==> src/rtl/dc_pkg.sv <==
package dc_pkg;
   typedef enum logic [1:0] {
      CH_IDLE  = 2'd0,
      CH_LOCAL = 2'd1,
      CH_DOWN  = 2'd2
   } chain_st_t;
endpackage

==> src/rtl/dc_sampler.sv <==
module dc_sampler #(
   parameter int W        = 2,
   parameter int DEPTH    = 1,
   parameter bit NEG_EDGE = 1'b1
) (
   input  logic         clk,
   input  logic         rst_n,
   input  logic [W-1:0] d,
   output logic [W-1:0] q
);
   logic [W-1:0] stg [DEPTH];

   if (DEPTH < 1) begin : g_bad_depth
      initial $error("dc_sampler: DEPTH must be at least 1");
   end
   if (W < 1) begin : g_bad_width
      initial $error("dc_sampler: W must be at least 1");
   end

   if (NEG_EDGE) begin : g_fall
      always_ff @(negedge clk or negedge rst_n) begin
         if (!rst_n) begin
            for (int i = 0; i < DEPTH; i++) stg[i] <= '1;
         end else begin
            stg[0] <= d;
            for (int i = 1; i < DEPTH; i++) stg[i] <= stg[i-1];
         end
      end
   end else begin : g_rise
      always_ff @(posedge clk or negedge rst_n) begin
         if (!rst_n) begin
            for (int i = 0; i < DEPTH; i++) stg[i] <= '1;
         end else begin
            stg[0] <= d;
            for (int i = 1; i < DEPTH; i++) stg[i] <= stg[i-1];
         end
      end
   end

   assign q = stg[DEPTH-1];
endmodule

==> src/rtl/dc_chain_ctl.sv <==
module dc_chain_ctl
   import dc_pkg::*;
(
   input  logic      clk,
   input  logic      rst_n,
   input  logic      en,
   input  logic      lreq,
   input  logic      rin,
   input  logic      gnt,
   input  logic      gein,
   output logic      bus_req,
   output logic      pass_en,
   output chain_st_t st
);
   chain_st_t st_nx;
   logic      lreq_q;
   logic      rin_q;

   assign lreq_q  = lreq & en;
   assign rin_q   = rin & en;
   assign bus_req = lreq_q | rin_q;
   assign pass_en = gein & en & ((st == CH_DOWN) | ((st == CH_IDLE) & ~lreq_q));

   always_comb begin
      st_nx = st;
      unique case (st)
         CH_IDLE: begin
            if (gnt && gein && lreq_q)     st_nx = CH_LOCAL;
            else if (gnt && gein && en)    st_nx = CH_DOWN;
         end
         CH_LOCAL: begin
            if (!gnt || !lreq_q)           st_nx = CH_IDLE;
         end
         CH_DOWN: begin
            if (!gnt || !en || !gein)      st_nx = CH_IDLE;
         end
         default:                          st_nx = CH_IDLE;
      endcase
   end

   always_ff @(posedge clk or negedge rst_n) begin
      if (!rst_n) st <= CH_IDLE;
      else        st <= st_nx;
   end

   p_acquire_r4: assert property (@(posedge clk) disable iff (!rst_n)
      (st == CH_IDLE && gnt && gein && en && lreq) |=> (st == CH_LOCAL));

   p_release_r7: assert property (@(posedge clk) disable iff (!rst_n)
      (st == CH_LOCAL && (!gnt || !lreq)) |=> (st == CH_IDLE));

   p_wait_r6: assert property (@(posedge clk) disable iff (!rst_n)
      (st == CH_DOWN && gnt && gein && en) |=> (st == CH_DOWN && pass_en));
endmodule

==> src/rtl/dc_bus_chain.sv <==
module dc_bus_chain
   import dc_pkg::*;
#(
   parameter int NCH          = 4,
   parameter int SAMPLE_DEPTH = 1,
   parameter bit SAMPLE_FALL  = 1'b1
) (
   input  logic           clk,
   input  logic           rst_n,
   input  logic           dma_en,
   input  logic [NCH-1:0] chan_req,
   input  logic           dbl_first,
   input  logic           req_in_n,
   input  logic           gnt_en_in_n,
   input  logic           grant_n,
   output logic           req_n,
   output logic           gnt_en_out_n,
   output logic           own_n,
   output logic           lock_n
);
   localparam int SW = 2;

   if (NCH < 1) begin : g_bad_nch
      initial $error("dc_bus_chain: NCH must be at least 1");
   end

   logic [SW-1:0] raw_in;
   logic [SW-1:0] smp;
   logic          any_req;
   logic          bus_req;
   logic          pass_en;
   chain_st_t     st;

   assign raw_in  = {grant_n, req_in_n};
   assign any_req = |chan_req;

   dc_sampler #(
      .W        (SW),
      .DEPTH    (SAMPLE_DEPTH),
      .NEG_EDGE (SAMPLE_FALL)
   ) u_smp (
      .clk   (clk),
      .rst_n (rst_n),
      .d     (raw_in),
      .q     (smp)
   );

   dc_chain_ctl u_ctl (
      .clk     (clk),
      .rst_n   (rst_n),
      .en      (dma_en),
      .lreq    (any_req),
      .rin     (~smp[0]),
      .gnt     (~smp[1]),
      .gein    (~gnt_en_in_n),
      .bus_req (bus_req),
      .pass_en (pass_en),
      .st      (st)
   );

   assign req_n        = ~bus_req;
   assign gnt_en_out_n = ~pass_en;
   assign own_n        = ~(st == CH_LOCAL);
   assign lock_n       = ~((st == CH_LOCAL) & dbl_first);

   p_no_pass_r5: assert property (@(posedge clk) disable iff (!rst_n)
      (!own_n) |-> gnt_en_out_n);

   p_disabled_r8: assert property (@(posedge clk) disable iff (!rst_n)
      (!dma_en) |=> own_n);

   p_gein_r10: assert property (@(posedge clk) disable iff (!rst_n)
      (gnt_en_in_n && own_n) |=> own_n);

   p_lock_r9: assert property (@(posedge clk) disable iff (!rst_n)
      (!lock_n) |-> (!own_n && dbl_first));
endmodule

==> config.mk <==
export PLATFORM = sky130hd
export DESIGN_NAME = dc_bus_chain
export DESIGN_NICKNAME = d
export VERILOG_FILES = /design/src/rtl/dc_pkg.sv /design/src/rtl/dc_sampler.sv /design/src/rtl/dc_chain_ctl.sv /design/src/rtl/dc_bus_chain.sv
export SDC_FILE = /design/constraint.sdc
export NUM_CORES = 1
export LEC_CHECK = 0
export BUFFER_PORTS_ARGS = -buffer_cell sky130_fd_sc_hd__buf_2
export CORE_AREA = 3 3 40 42
export CTS_CLUSTER_SIZE = 12
export DETAILED_ROUTE_END_ITERATION = 6
export DIE_AREA = 0 0 43 45
export SLEW_MARGIN = 40
export SYNTH_ARGS = -nofsm -noshare
export SYNTH_HDL_FRONTEND = slang
export SYNTH_HIERARCHICAL = 1
export SYNTH_SLANG_ARGS = --single-unit
==> constraint.sdc <==
create_clock -name clk -period 3.4 [get_ports clk]
set_input_delay 0.51 -clock clk [delete_from_list [all_inputs] [get_ports clk]]
set_output_delay 0.51 -clock clk [all_outputs]
set_load 0.01 [all_outputs]
==> flow_summary.ini <==
[run_status]
run_status = finished clean

[layout]
final_layout_size_suffix_gt1_share_pct = 58.97
antennaDiodeCount = 0
fin_nets = 51
mostFrequentLayoutCell = buf_2
most-common-layout-cells = buf_2, inv_1, clkbuf_4
layout-area-overhead-vs-synth_pct = 54.29
nFillCells = 139

[die]
design.die.area_um2 = 1935
num_rows = 13
die_height_um = 45
start_util_pct = 17.04
pin_count = 15
std_cell_core_area_um2 = 1285
dieWidth_um = 43

[drt]
antenna_violating_nets_post_route = 0
wl_per_cell_um = 7.611
detail_route.iter0.violations = 0
drt_first_pass_iters = 1
drc = 0
routed_wirelength_um = 411
detailroute.via_count = 190
vias_per_cell = 3.519

[power]
p_per_area_nw_per_um2 = 413.1
peak_supply_drop_v = 0.0001644
cellLeakagePower_nw = 0.1766

[timing]
max_slew.worst_pin.slew_ps = 192.8
report.final.setup_viol = 0
finClkSkew_ps = 48.92
fin_hold_ws_ps = 66.44
report.final.hold_viol_count = 0
slew_hr_pct = 86.96
setup_repair_after_global_routing_missed_its_margin = no
fin_ws_ps = 53.37
final_sum_of_negative_setup_slack_ps = 0
finalMaxSlewViolations = 0

[clocking]
path_clk_slew_ps = 40
cts_tree = yes
cts_num_sinks = 4
h-tree-depth = 1
clk_latency_ps = 280
cts_setup_buffers = 0
tritoncts_buffer_count = 3
clock-root-buffer = clkbuf_4
holdBufCountCts = 0
resized_cells_post_cts = 0
clockBufferDepth = 2

[min_path]
hp-class = primary input to async pin

[grt]
grt_antenna_before_repair = 0
grt.overflow.total = 0
grt_start_max_net_pins = 6
grt_first_pass_wirelength_um = 648
grt_util_all_layers_pct = 5.017
first_global_vias = 183

[setup_path]
timing.critical_path.from_type = register
timing.critical_path.to_type = output port
startpoint = u_smp/q[0]
worst_path_fanout_max = 1
worstSetupPathType = register to output port
worst_ep_arrival_time_ps = 2840
worst_r2r_startpoint = u_smp/q[1]
critPathRequiredTime_ps = 2890

[synth]
synthCells = 20
synth-seq-cells = 4
synth_top_area_share_pct = 24.00
ys_types = 13
post_synth.cell_area_avg_um2 = 10.95
yosysWarningCount = 6
synth_top_cell_by_area = dfstp_2
synth_fp_nets = 31
synthTopCellsByArea = dfstp_2, dfrtp_1, inv_1
syn_area_um2 = 219.0
synth-seq-area-share_pct = 46.86

[placed_design]
preCtsSetupSlack_ps = 338.7
globalplace.congestion = 0.6262
place.port_buffers = 14
hpwl_um = 342.4

[job]
drv.max_cap_violation_count = 0
==> critical path, stage by stage, from the launching register on <==
cell and delay [ps]:
dfstp_2 500, inv_1 30, o21a_1 170, inv_1 40, buf_2 120
==> sequential cells by signal, summed over array words and instances (netlist names) <==
signal / count
u_ctl/st: 2
u_smp/q: 2
==> area by class of cell <==
type                            instances  area [um^2]  area share (%)
Clock buffer                            4        26.28           7.778
Clock inverter                          2        7.507           2.222
Inverter                                5        18.77           5.556
Multi-Input combinational cell         10        93.84           27.78
Sequential cell                         4        102.6           30.37
Tap cell                               15        18.77           5.556
Timing Repair Buffer                   14        70.07           20.74
==> per-stage QoR <==
step           cells  util, %  area, um^2   power [W]
2_1_floorplan     20        -       219.0  0.00006453
3_3_place_gp      49    23.95       307.8  0.00007296
3_5_place_dp      49    23.95       307.8  0.00007321
4_1_cts           54    26.29       337.8   0.0001451
5_1_grt           54    26.29       337.8   0.0001522
6_report          54    26.29       337.8   0.0001396
==> worst paths after layout <==
| path | end | slack (ps) | cells past startpoint |
|---|---|---|---|
| max reg2reg | u_ctl/st[1] | 850 | 3 |
| max | req_n | 50 | 4 |
| max in group asynchronous | u_smp/q[0] | 1480 | 1 |
| min reg2reg | u_ctl/st[1] | 550 | 1 |
| min | u_ctl/st[0] | 70 | 1 |
| min in group clk | u_ctl/st[1] | 550 | 1 |
==> synthesized netlist by cell type <==
cell type / count
dfrtp_1: 2
nand2_1: 1
nor2b_4: 1
nor4bb_2: 1
nor4b_2: 1
nand2b_1: 1
dfstp_2: 2
inv_1: 6
nor2_1: 1
o21a_1: 1
nor3b_2: 1
or4_1: 1
nand3b_1: 1
==> per-layer routing <==
metal / vias up / track usage [%] / share of wire [%]
met5: - / 0 / 0
met4: 0 / 8.434 / 0
met3: 0 / 1.594 / 19
met2: 13 / 6.287 / 40
met1: 76 / 5.122 / 41
li1: 101 / - / -
==> power by group <==
group          internal [W]  leakage (nW)   total, W  switching [W]
Sequential        0.0000507        0.0484  0.0000519     0.00000123
Combinational    0.00000859         0.103  0.0000149     0.00000628
Clock             0.0000474        0.0256  0.0000728      0.0000254
Total              0.000107         0.177   0.000140      0.0000329
==> kinds of logic (layout without fill, tap and decap cells) <==
group | Yosys count | count (layout) | synth area share, %
AO/OA/AOI/OAI | 1 | 1 | 3.430
AND/OR/NAND/NOR | 9 | 9 | 39.43
buffers and inverters | 6 | 25 | 10.28
flip-flops | 4 | 4 | 46.86
Note: power is estimated with default switching activity, not from simulation.
